## config.mk

```make
export PLATFORM = sky130hd
export DESIGN_NAME = txarr_seq
export DESIGN_NICKNAME = d
export VERILOG_FILES = /design/src/rtl/txarr_pkg.sv /design/src/rtl/txarr_fault_latch.sv /design/src/rtl/txarr_chan_mask.sv /design/src/rtl/txarr_seq.sv
export SDC_FILE = /design/constraint.sdc
export NUM_CORES = 1
export LEC_CHECK = 0
export ABC_CLOCK_PERIOD_IN_PS = 3200
export CAP_MARGIN = 20
export CORE_UTILIZATION = 54
export DETAILED_ROUTE_END_ITERATION = 8
export MAX_ROUTING_LAYER = met4
export PLACE_DENSITY = 0.88
export SYNTH_ARGS = -nofsm -noshare
export SYNTH_HDL_FRONTEND = slang
export SYNTH_SLANG_ARGS = --single-unit
```

## constraint.sdc

```tcl
create_clock -name clk -period 3.2 [get_ports clk]
set_input_delay 0.64 -clock clk [delete_from_list [all_inputs] [get_ports clk]]
set_output_delay 0.64 -clock clk [all_outputs]
set_load 0.03 [all_outputs]
```

## src/rtl/txarr_pkg.sv

```systemverilog
package txarr_pkg;

    typedef enum logic [2:0] {
        ST_NOPWR = 3'd0,
        ST_RESET = 3'd1,
        ST_FAULT = 3'd2,
        ST_HOLD  = 3'd3,
        ST_DELAY = 3'd4,
        ST_STEP  = 3'd5,
        ST_RUN   = 3'd6
    } seq_state_t;

endpackage

```

## src/rtl/txarr_fault_latch.sv

```systemverilog
module txarr_fault_latch #(
    parameter int NCH = 12
) (
    input  logic           clk,
    input  logic           rst_n,
    input  logic           clr,
    input  logic [NCH-1:0] oc_flt,
    input  logic           temp_flt,
    input  logic           cal_flt,
    output logic           flt_any,
    output logic           latched
);

    assign flt_any = (|oc_flt) | temp_flt | cal_flt;

    always_ff @(posedge clk or negedge rst_n) begin
        if (!rst_n)
            latched <= 1'b0;
        else if (clr)
            latched <= 1'b0;
        else if (flt_any)
            latched <= 1'b1;
    end

    // the latch falls only after a clear request
    assert_fault_hold_R4: assert property (@(posedge clk) disable iff (!rst_n)
        $fell(latched) |-> $past(clr));

    // a fault flag without a clear sets the latch at the next edge
    assert_fault_set_R3: assert property (@(posedge clk) disable iff (!rst_n)
        (flt_any && !clr) |=> latched);

endmodule

```

## src/rtl/txarr_chan_mask.sv

```systemverilog
module txarr_chan_mask #(
    parameter int NCH = 12,
    localparam int IW = (NCH > 1) ? $clog2(NCH) : 1
) (
    input  logic          clk,
    input  logic          rst_n,
    input  logic          clr_all,
    input  logic          set_en,
    input  logic [IW-1:0] set_idx,
    output logic [NCH-1:0] on_mask
);

    for (genvar i = 0; i < NCH; i++) begin : g_ch
        always_ff @(posedge clk or negedge rst_n) begin
            if (!rst_n)
                on_mask[i] <= 1'b0;
            else if (clr_all)
                on_mask[i] <= 1'b0;
            else if (set_en && (set_idx == IW'(i)))
                on_mask[i] <= 1'b1;
        end
    end

    // lit channels always form a run of ones from bit 0
    assert_in_order_R8: assert property (@(posedge clk) disable iff (!rst_n)
        (on_mask & (on_mask + 1'b1)) == '0);

endmodule

```

## src/rtl/txarr_seq.sv

```systemverilog
module txarr_seq
    import txarr_pkg::*;
#(
    parameter int NCH      = 12,
    parameter int PWR_DLY  = 15000000,
    parameter int RST_DLY  = 13750000,
    parameter int STEP_DLY = 1150000,
    parameter int MIN_OFF  = 250000
) (
    input  logic           clk,
    input  logic           rst_n,
    input  logic           supply_ok,
    input  logic           tx_rst_n,
    input  logic           tx_en,
    input  logic           tx_dis,
    input  logic [NCH-1:0] oc_flt,
    input  logic           temp_flt,
    input  logic           cal_flt,
    output logic [NCH-1:0] ch_shdn,
    output logic [NCH-1:0] ch_norm,
    output logic           fault_n
);

    localparam int MAX_A = (PWR_DLY > RST_DLY) ? PWR_DLY : RST_DLY;
    localparam int MAX_B = (STEP_DLY > MIN_OFF) ? STEP_DLY : MIN_OFF;
    localparam int MAXD  = (MAX_A > MAX_B) ? MAX_A : MAX_B;
    localparam int CW    = $clog2(MAXD + 1);
    localparam int IW    = (NCH > 1) ? $clog2(NCH) : 1;

    localparam logic [CW-1:0] K_PWR  = CW'(PWR_DLY - 1);
    localparam logic [CW-1:0] K_RST  = CW'(RST_DLY - 1);
    localparam logic [CW-1:0] K_STEP = CW'(STEP_DLY - 1);
    localparam logic [CW-1:0] K_OFF  = CW'(MIN_OFF);
    localparam logic [IW-1:0] K_LAST = IW'(NCH - 1);

    seq_state_t      state, nxt_state;
    logic [CW-1:0]   cnt, nxt_cnt;
    logic [IW-1:0]   idx, nxt_idx;
    logic            cold, nxt_cold;
    logic            set_en, clr_all;
    logic            flt_any, latched, flt_clr, run_ok;
    logic [NCH-1:0]  on_mask;

    assign flt_clr = ~supply_ok | ~tx_rst_n;
    assign run_ok  = tx_en & ~tx_dis;

    txarr_fault_latch #(.NCH(NCH)) u_flt (
        .clk      (clk),
        .rst_n    (rst_n),
        .clr      (flt_clr),
        .oc_flt   (oc_flt),
        .temp_flt (temp_flt),
        .cal_flt  (cal_flt),
        .flt_any  (flt_any),
        .latched  (latched)
    );

    txarr_chan_mask #(.NCH(NCH)) u_mask (
        .clk     (clk),
        .rst_n   (rst_n),
        .clr_all (clr_all),
        .set_en  (set_en),
        .set_idx (idx),
        .on_mask (on_mask)
    );

    always_comb begin
        nxt_state = state;
        nxt_cnt   = cnt;
        nxt_idx   = idx;
        nxt_cold  = cold;
        set_en    = 1'b0;
        clr_all   = 1'b0;
        if (!supply_ok) begin
            nxt_state = ST_NOPWR;
            nxt_cnt   = '0;
            nxt_idx   = '0;
            nxt_cold  = 1'b1;
            clr_all   = 1'b1;
        end else if (!tx_rst_n) begin
            nxt_state = ST_RESET;
            nxt_cnt   = '0;
            nxt_idx   = '0;
            clr_all   = 1'b1;
        end else if (latched || flt_any) begin
            nxt_state = ST_FAULT;
            nxt_cnt   = '0;
            nxt_idx   = '0;
            clr_all   = 1'b1;
        end else if (!run_ok) begin
            clr_all = 1'b1;
            nxt_idx = '0;
            if (state != ST_HOLD) begin
                nxt_state = ST_HOLD;
                nxt_cnt   = '0;
            end else if (cnt != K_OFF) begin
                nxt_cnt = cnt + 1'b1;
            end
        end else begin
            unique case (state)
                ST_NOPWR, ST_RESET, ST_FAULT: begin
                    nxt_state = ST_DELAY;
                    nxt_cnt   = '0;
                    nxt_idx   = '0;
                end
                ST_HOLD: begin
                    if (cnt == K_OFF) begin
                        nxt_state = ST_DELAY;
                        nxt_cnt   = '0;
                    end else begin
                        nxt_cnt = cnt + 1'b1;
                    end
                end
                ST_DELAY: begin
                    if (cnt == (cold ? K_PWR : K_RST)) begin
                        set_en    = 1'b1;
                        nxt_cold  = 1'b0;
                        nxt_cnt   = '0;
                        nxt_idx   = IW'(1);
                        nxt_state = (NCH > 1) ? ST_STEP : ST_RUN;
                    end else begin
                        nxt_cnt = cnt + 1'b1;
                    end
                end
                ST_STEP: begin
                    if (cnt == K_STEP) begin
                        set_en  = 1'b1;
                        nxt_cnt = '0;
                        if (idx == K_LAST)
                            nxt_state = ST_RUN;
                        else
                            nxt_idx = idx + 1'b1;
                    end else begin
                        nxt_cnt = cnt + 1'b1;
                    end
                end
                ST_RUN: begin
                    nxt_cnt = '0;
                end
                default: begin
                    nxt_state = ST_NOPWR;
                end
            endcase
        end
    end

    always_ff @(posedge clk or negedge rst_n) begin
        if (!rst_n) begin
            state <= ST_NOPWR;
            cnt   <= '0;
            idx   <= '0;
            cold  <= 1'b1;
        end else begin
            state <= nxt_state;
            cnt   <= nxt_cnt;
            idx   <= nxt_idx;
            cold  <= nxt_cold;
        end
    end

    always_comb begin
        ch_norm = on_mask;
        ch_shdn = ~on_mask;
        fault_n = ~latched;
    end

    // a latched fault never coexists with a lit channel
    assert_fault_dark_R3: assert property (@(posedge clk) disable iff (!rst_n)
        latched |-> (on_mask == '0));

    // a disable darkens the array by the next edge
    assert_dis_dark_R1: assert property (@(posedge clk) disable iff (!rst_n)
        (!tx_en || tx_dis) |=> (on_mask == '0));

    // at most one channel is released per edge
    assert_one_step_R8: assert property (@(posedge clk) disable iff (!rst_n)
        $countones(on_mask) <= $countones($past(on_mask)) + 1);

    // supply low darkens the array and clears the fault by the next edge
    assert_supply_clear_R10: assert property (@(posedge clk) disable iff (!rst_n)
        !supply_ok |=> (on_mask == '0) && !latched);

endmodule

```

==> metrics <==
cell taking the most area after synthesis dfrtp_1; Max IR drop VDD 0.228 mV; die height 74.8 um; Synth Register Bits 45; max cap viols 0; Top FF cell, synth dfrtp_1; maximum clock frequency 0.352 GHz; remaining antenna violation count 0; P_leak 1.28 nW; DP Area 3340 um^2; CP Capture Type register; Hold WC Path Type in2async; fin worst setup slack 0.355 ns; sequential fraction of the synthesis area 39.4%; CTS Buf Count 5; Final Instance Area 3450 um^2; Gate power share 5.1%; FFs w/ async S/R, synth 100%; Syn Inst Count 335; Clock Power Share 37.5%; Worst Tran Pin Value 0.585 ns; Post-Syn Area 2860 um^2; number of flops mapped to enable cells by yosys 0; Fill cells 417; hold violation count in the final report 0; Cell Int Power 0.000754 W; critical path class reg2reg; initial antenna violation count 0; DR iter-0 viols 230; total iterations of the first detailed-routing run 4; setup tns final 0 ns; nets@finish 399; layout cell share with drive strength beyond 1 8.56%; area of the multi-input gates 1540 um^2; count of final setup violators 0; H-tree depth 2; # placed instances 435; post_cts resized 0; ANT cells 0; GPL Wtd Cong 0.905; Cell Pwr Density 290 nW/um^2; final core utilization 67.5%; Synth Net Count 361; non-filler cells in the finished layout 444; # rows 26; pre-CTS setup slack 0.130 ns; global-route wire length before repair 11,100 um; GRT Overall Usage 26.5%; die area 5590 um^2; Flop pwr share 57.4%; vias in the first global route 2,358; TritonCTS clock tree done; Setup Buffers After CTS 0; Root Driver clkbuf_8; dpl hpwl 4960 um; Setup Skew 0.00713 ns; Critical Path Start Type register; largest net degree at the start of global routing 46; Die X 74.8 um; Reg clk slew, reported paths 0.09 ns; RSZ-0062 raised after global routing no; Sw Ratio 24.6%; min cycle time layout 2.84 ns; Remaining Overflow, GRT 0; Synth Warn # 0; Core Area 5110 um^2; DR DRC count 0; # port buffers 44; Net Sw Power 0.000246 W; Worst-Skew Late Latency 0.31 ns; distinct cell type count after synthesis 54; status complete, no violations; final wirelength 6910 um; slew margin rel. 60.7%; fin crit share 88.9%; Synth-to-Final Area Change 20.6%; Worst Path Arrival 3.03 ns; Vias 2,680; Hold Buf Count CTS 0; most frequent cells in the layout 51 x nand2_1, 44 x dfrtp_1, 43 x clkdlybuf4s50_1; wire per inst 15.6 um; Max Slew Vio Count 0; vias per inst 6.04; Max Root-Sink Buffers 2; most common cell after layout, fill and taps aside nand2_1; Sequential Area 1130 um^2; Req. time, crit path 3.39 ns; synthesized area per cell 8.54 um^2; top-area cell type share of the netlist area 38.5%; initial core utilization 56.0%; Clock Sinks 45; num ports 45; CP max FO 25; Area contributors post-synth dfrtp_1 38%, nand2_1 6.7%, a2bb2oi_1 3.7%
power by group through the flow:
stage	sequential (W)	combinational, W	clock (W)
after detailed placement	0.000585	0.0000491	0
after global routing	0.000575	0.0000563	0.000401
after CTS	0.000574	0.0000493	0.000377
after floorplan	0.000583	0.0000123	0
final	0.000574	0.0000512	0.000375
after global placement	0.000585	0.0000481	0
sequential cells by signal, summed over array words and instances (netlist names):
| register | cells |
|---|---|
| u_mask.on_mask | 12 |
| cnt | 24 |
| state | 3 |
| u_flt.latched | 1 |
| idx | 4 |
| cold | 1 |
cells by family after synthesis:
family	synth area share (%)
xor gates and xnor gates	0.306
and+or+nand+nor	27.2
adders and majority gates	2.62
buffers and inverters	7.09
DFF	39.4
AOI/OAI and AO/OA	23.4
layout make-up:
cell class	instances	share of cell area, %
clock buffers	5	1.99
clock inverters	3	0.617
inverters	25	2.72
multi-input cells	243	44.5
flip-flops and latches	45	32.7
well taps	70	2.54
repair buffers	53	14.9
critical path, stage by stage, from the launching register on:
cell and delay (ns):
dfrtp_1 0.43, ha_1 0.24, and4_1 0.26, nand4_1 0.22, a2111oi_4 0.51, a21oi_2 0.16, a32oi_4 0.24, buf_4 0.31
a2bb2oi_1 0.24, o31ai_1 0.10
cell usage after synthesis (all sizes together) (7+ instances only):
library cell   n
dfrtp         44
o21ai         17
a2bb2oi       12
inv           25
nor2          18
nand4         10
clkbuf        13
nand3         14
or3            7
nor3           9
a21oi         12
a21o           7
o31ai         10
buf            9
nand2         51
layer usage:
metal | share of wire (%) | vias to the layer above | global-route usage [%]
met3 | 5.8 | 8 | 3.88
met4 | 1.3 | 0 | 6.29
met2 | 48 | 96 | 39.2
met1 | 45 | 1281 | 38.5
met5 | 0 | - | -
li1 | - | 1295 | -
path summary, 6_finish.rpt:
check | start | end | slack, ns | cells past startpoint
worst max register to register | cnt[0] | cnt[9] | 0.36 | 9
worst max-delay path | cnt[0] | cnt[9] | 0.36 | 9
max in group asynchronous | rst_n | cnt[4] | 2.58 | 2
worst min register to register | u_mask.on_mask[0] | u_mask.on_mask[0] | 0.55 | 1
min in group clk | u_mask.on_mask[0] | u_mask.on_mask[0] | 0.55 | 1
worst min-delay path | rst_n | cnt[21] | 0.16 | 1
through the flow:
step                      hold slack, ns  total power [W]
final                              0.163          0.00100
after global routing               0.165          0.00103
after CTS                          0.531          0.00100
after detailed placement           0.525         0.000634
after global placement             0.525         0.000633
after floorplan                    0.344         0.000596
No activity file was read; power rests on OpenSTA's default activity.
